File: config.mk
export PLATFORM = sky130hd
export DESIGN_NAME = expr_pipe
export DESIGN_NICKNAME = d
export VERILOG_FILES = /design/src/rtl/expr_pkg.sv /design/src/rtl/expr_mac_stage.sv /design/src/rtl/expr_divu.sv /design/src/rtl/expr_div_stage.sv /design/src/rtl/expr_pipe.sv
export SDC_FILE = /design/constraint.sdc
export NUM_CORES = 2
export LEC_CHECK = 0
export BUFFER_PORTS_ARGS = -buffer_cell sky130_fd_sc_hd__buf_4
export CAP_MARGIN = 25
export CORE_AREA = 2 2 203 405
export DETAILED_ROUTE_END_ITERATION = 8
export DIE_AREA = 0 0 205 407
export GPL_TIMING_DRIVEN = 0
export PLACE_DENSITY_LB_ADDON = 0.05
export SLEW_MARGIN = 25
export SYNTH_ARGS = -nofsm -noshare
export SYNTH_HDL_FRONTEND = slang
export SYNTH_HIERARCHICAL = 1
export SYNTH_SLANG_ARGS = --single-unit
File: constraint.sdc
create_clock -name clk -period 117.7 [get_ports clk]
set_input_delay 11.77 -clock clk [delete_from_list [all_inputs] [get_ports clk]]
set_output_delay 11.77 -clock clk [all_outputs]
set_load 0.01 [all_outputs]
File: src/rtl/expr_pkg.sv
// Shared constants and width helpers for the compound quotient datapath.
// Assumes unsigned operands throughout.
package expr_pkg;

    // Number of register stages between operands and result.
    localparam int unsigned EXPR_LAT = 2;

    // Width that holds 3*A + B*C for OP_W-bit operands without overflow.
    function automatic int sum_width(input int op_w);
        return 2 * op_w + 1;
    endfunction

endpackage

File: src/rtl/expr_mac_stage.sv
// Stage one: forms 3*A + B*C at full precision and registers it together
// with C, D and the valid mark. Assumes unsigned operands; 3*A is built as
// a shift plus an add rather than a second multiplier.
module expr_mac_stage #(
    parameter int OP_W  = 16,
    parameter int SUM_W = expr_pkg::sum_width(OP_W)
) (
    input  logic             clk,
    input  logic             rst_n,
    input  logic             in_valid,
    input  logic [OP_W-1:0]  op_a,
    input  logic [OP_W-1:0]  op_b,
    input  logic [OP_W-1:0]  op_c,
    input  logic [OP_W-1:0]  op_d,
    output logic             s1_valid,
    output logic [SUM_W-1:0] s1_sum,
    output logic [OP_W-1:0]  s1_c,
    output logic [OP_W-1:0]  s1_d
);

    logic [SUM_W-1:0] triple_a;
    logic [SUM_W-1:0] prod_bc;
    logic [SUM_W-1:0] sum_nxt;

    // Purpose: widen the operands and form the weighted sum.
    always_comb begin
        triple_a = (SUM_W'(op_a) << 1) + SUM_W'(op_a);
        prod_bc  = SUM_W'(op_b) * SUM_W'(op_c);
        sum_nxt  = triple_a + prod_bc;
    end

    // Purpose: register the sum, the pass-through operands and the mark.
    always_ff @(posedge clk) begin
        if (!rst_n) begin
            s1_valid <= 1'b0;
            s1_sum   <= '0;
            s1_c     <= '0;
            s1_d     <= '0;
        end else begin
            s1_valid <= in_valid;
            s1_sum   <= sum_nxt;
            s1_c     <= op_c;
            s1_d     <= op_d;
        end
    end

endmodule

File: src/rtl/expr_divu.sv
// Unrolled restoring divider, purely combinational. There is one
// compare-and-subtract row per numerator bit, from the most significant bit
// down. Assumes unsigned values. A zero divisor yields a quotient of all
// ones; the caller overrides that case anyway.
module expr_divu #(
    parameter int NUM_W = 33,
    parameter int DEN_W = 16
) (
    input  logic [NUM_W-1:0] num,
    input  logic [DEN_W-1:0] den,
    output logic [NUM_W-1:0] quo
);

    logic [DEN_W-1:0] rem [0:NUM_W];

    assign rem[0] = '0;

    for (genvar i = 0; i < NUM_W; i++) begin : g_row
        logic [DEN_W:0] trial;
        logic [DEN_W:0] diff;
        logic           take;

        // Bring down the next numerator bit and try to subtract the divisor.
        assign trial = {rem[i], num[NUM_W-1-i]};
        assign diff  = trial - {1'b0, den};
        assign take  = (trial >= {1'b0, den});

        assign rem[i+1]         = take ? diff[DEN_W-1:0] : trial[DEN_W-1:0];
        assign quo[NUM_W-1-i]   = take;
    end

endmodule

File: src/rtl/expr_div_stage.sv
// Stage two: divides the registered sum by D, forces the quotient term to
// all ones for a zero divisor, adds C and the constant offset, and registers
// the result, the valid mark and the zero-divisor flag. The result wraps
// modulo 2^OUT_W.
module expr_div_stage #(
    parameter int OP_W   = 16,
    parameter int OUT_W  = 32,
    parameter int OFFSET = 5,
    parameter int SUM_W  = expr_pkg::sum_width(OP_W)
) (
    input  logic             clk,
    input  logic             rst_n,
    input  logic             s1_valid,
    input  logic [SUM_W-1:0] s1_sum,
    input  logic [OP_W-1:0]  s1_c,
    input  logic [OP_W-1:0]  s1_d,
    output logic             s2_valid,
    output logic [OUT_W-1:0] s2_result,
    output logic             s2_dz
);

    logic [SUM_W-1:0] quo_full;
    logic [OUT_W-1:0] quo_term;
    logic [OUT_W-1:0] res_nxt;
    logic             dz_nxt;

    expr_divu #(
        .NUM_W (SUM_W),
        .DEN_W (OP_W)
    ) u_divu (
        .num (s1_sum),
        .den (s1_d),
        .quo (quo_full)
    );

    // Purpose: select the quotient term and form the final sum.
    always_comb begin
        dz_nxt   = (s1_d == '0);
        quo_term = dz_nxt ? '1 : OUT_W'(quo_full);
        res_nxt  = quo_term + OUT_W'(s1_c) + OUT_W'(OFFSET);
    end

    // Purpose: register the result, its mark and the zero-divisor flag.
    always_ff @(posedge clk) begin
        if (!rst_n) begin
            s2_valid  <= 1'b0;
            s2_result <= '0;
            s2_dz     <= 1'b0;
        end else begin
            s2_valid  <= s1_valid;
            s2_result <= res_nxt;
            s2_dz     <= dz_nxt;
        end
    end

endmodule

File: src/rtl/expr_pipe.sv
// Top of the compound quotient datapath: floor((3A + B*C) / D) + C + 5 at
// one operand set per cycle with a fixed latency of two cycles. Synchronous
// active-low reset. No handshake and no stall.
module expr_pipe #(
    parameter int OP_W  = 16,
    parameter int OUT_W = 32
) (
    input  logic             clk,
    input  logic             rst_n,
    input  logic             in_valid,
    input  logic [OP_W-1:0]  op_a,
    input  logic [OP_W-1:0]  op_b,
    input  logic [OP_W-1:0]  op_c,
    input  logic [OP_W-1:0]  op_d,
    output logic             out_valid,
    output logic [OUT_W-1:0] result,
    output logic             div_zero
);

    localparam int SUM_W = expr_pkg::sum_width(OP_W);

    logic             s1_valid;
    logic [SUM_W-1:0] s1_sum;
    logic [OP_W-1:0]  s1_c;
    logic [OP_W-1:0]  s1_d;

    expr_mac_stage #(
        .OP_W  (OP_W),
        .SUM_W (SUM_W)
    ) u_mac (
        .clk      (clk),
        .rst_n    (rst_n),
        .in_valid (in_valid),
        .op_a     (op_a),
        .op_b     (op_b),
        .op_c     (op_c),
        .op_d     (op_d),
        .s1_valid (s1_valid),
        .s1_sum   (s1_sum),
        .s1_c     (s1_c),
        .s1_d     (s1_d)
    );

    expr_div_stage #(
        .OP_W   (OP_W),
        .OUT_W  (OUT_W),
        .OFFSET (5),
        .SUM_W  (SUM_W)
    ) u_div (
        .clk       (clk),
        .rst_n     (rst_n),
        .s1_valid  (s1_valid),
        .s1_sum    (s1_sum),
        .s1_c      (s1_c),
        .s1_d      (s1_d),
        .s2_valid  (out_valid),
        .s2_result (result),
        .s2_dz     (div_zero)
    );

endmodule

==> impl_metrics.json <==
{
  "critical_path_class": "reg2reg",
  "min_period_over_period_pct": 96.6,
  "worst-r2r-cell-count": 651,
  "drive_gt1_share_pct": 20.5,
  "r2r-end": "u_div/s2_result[27]",
  "fin_crit_ns": 113.64,
  "hold_ws_ns": 0.457,
  "setup_violations": 0,
  "cts_tree": "done",
  "track_usage_pct": 42.2,
  "netlist_instances": 5641,
  "maxSlewHeadroom_pct": 21.4,
  "fmax_mhz": 8.80,
  "path_delay_family": "compound AO/OA/AOI/OAI gates",
  "dp_hpwl_um": 143000,
  "r2r_slack_ns": 4.06,
  "fp.dieArea_um2": 83400,
  "outcome": "finished clean",
  "die_w_um": 205,
  "maxCapViolCount": 0,
  "start_util_pct": 54.8,
  "drtAntennaViolNets": 0,
  "hold_viol_final": 0,
  "endpoint_kind": "register",
  "finalWirelength_um": 180000,
  "required_ns": 118.03,
  "cp-start-kind": "register",
  "cpMaxStageDelayCell": "o211ai_1",
  "dp.cells": 6798,
  "syn_area_per_cell_um2": 7.79,
  "antenna_found_initial": 10,
  "cpMostUsedCell": "a21o_1",
  "grt_pass1_vias": 46899,
  "wl_per_cell_um": 25.4,
  "clk_pin_slew_ns": 0.09,
  "grt_start_max_net_pins": 33,
  "h-tree-depth": 3,
  "final_nets": 7034,
  "critPathMaxStageDelay_ns": 0.61,
  "postCtsHoldBufs": 0,
  "rr_startpoint": "u_mac/s1_d[1]",
  "fin_cells": 7110,
  "whs_endpoint": "u_div/s2_valid",
  "drc": 0,
  "first_pass_iters": 6,
  "cts.path.max_buffers": 2,
  "drt_iter0_markers": 2463,
  "port_buffers": 99,
  "die_y_um": 407,
  "drv_slew": 0,
  "gp_congestion": 1.03,
  "hp-class": "reg2reg",
  "holdPathStages": 1,
  "ys_warn_count": 6,
  "critical_path_peak_fanout": 17,
  "min_from": "u_mac/s1_valid",
  "timing.setup.tns_ns": 0,
  "clock_sinks": 100,
  "num_rows": 147,
  "grt_pass1_wl_um": 262000,
  "syn-cell-area_um2": 44000,
  "num_vias": 45253,
  "core_um2": 80200,
  "fillCellCount": 7326,
  "ioPinCount": 101,
  "cts-buffers-inserted": 9,
  "syn2layout_area_growth_pct": 17.5,
  "clock_skew_ns": 0.0186,
  "gr-total-overflow": 0,
  "tightest_slew_ns": 1.17,
  "critPathArrivalTime_ns": 113.97,
  "crit_buf_inv": 104,
  "syn_nets": 6621,
  "startpoint": "u_mac/s1_d[1]",
  "cts_root_buf": "clkbuf_16",
  "via_per_inst": 6.36,
  "clkLatencyLatePin_ns": 0.41
}
==> sequential cells by signal (all words and copies together), names as in the netlist <==
signal           cells
u_div/s2_dz          1
u_div/s2_result     32
u_div/s2_valid       1
u_mac/s1_c          16
u_mac/s1_d          16
u_mac/s1_sum        33
u_mac/s1_valid       1
==> cell usage in the layout (no fill, tap or decap), types with 43 or more instances in the layout <==
master / n
ha_1: 619
inv_1: 601
nand2_1: 445
buf_4: 426
nor2_1: 299
fa_1: 258
a21o_1: 250
a21oi_1: 244
and2_1: 228
mux2_2: 219
o21ai_0: 196
xnor2_1: 193
xor2_1: 175
nand4_1: 123
nor2b_1: 110
nand2b_1: 96
dfxtp_1: 95
mux2i_1: 93
nor3_1: 73
o21ai_1: 66
o21ai_2: 60
clkbuf_1: 59
nand3_1: 59
a21oi_2: 46
a211oi_1: 45
o21a_1: 43
==> metal layers <==
layer  up-vias  wire (µm)  GRT usage [%]
li1      20706          -              -
met1     21545      51500           32.6
met2      1876      92600           79.0
met3      1124      10700           8.80
met4         2      25700           49.5
met5         -         14              0
==> cell type report <==
type | instances | area [µm²] | area share [%]
Multi-Input combinational cell | 4727 | 40900 | 79.2
Timing Repair Buffer | 410 | 3340 | 6.48
Inverter | 642 | 2460 | 4.77
Sequential cell | 100 | 2010 | 3.90
Tap cell | 1043 | 1310 | 2.53
Buffer | 164 | 1300 | 2.52
Clock buffer | 10 | 239 | 0.463
Clock inverter | 6 | 66.3 | 0.128
Antenna cell | 8 | 20.0 | 0.0388
==> stage by stage <==
step	utilization [%]	cell area (µm²)	worst slack, ns
after floorplan	-	44000	0.123
after global placement	57.4	46000	-32.57
after detailed placement	57.8	46400	-28.94
after CTS	61.9	49600	0.0282
after global routing	64.4	51600	-0.910
final	64.4	51600	4.06
==> how the worst max path moves through the flow <==
| stage | endpoint | slack [ns] | cells past startpoint |
|---|---|---|---|
| after detailed placement | u_div/s2_result[31] | -28.94 | 810 |
| after CTS | u_div/s2_result[27] | 0.03 | 798 |
| final | u_div/s2_result[27] | 4.06 | 799 |
| after global placement | u_div/s2_result[31] | -32.57 | 1015 |
| after global routing | u_div/s2_result[19] | -0.91 | 795 |
| after floorplan | u_div/s2_result[19] | 0.12 | 1015 |
==> what timing repair did <==
item | CTS | global route
setup buffers | 175 | 119
gates cloned | 1 | 1
endpoints found under the setup margin | 32 | 32
pin swaps | 136 | 227
gates resized for setup | 456 | 316
Power is left out: the tool's default activity adds up to more than one toggle a clock period on the data nets, which glitch-free logic cannot reach.
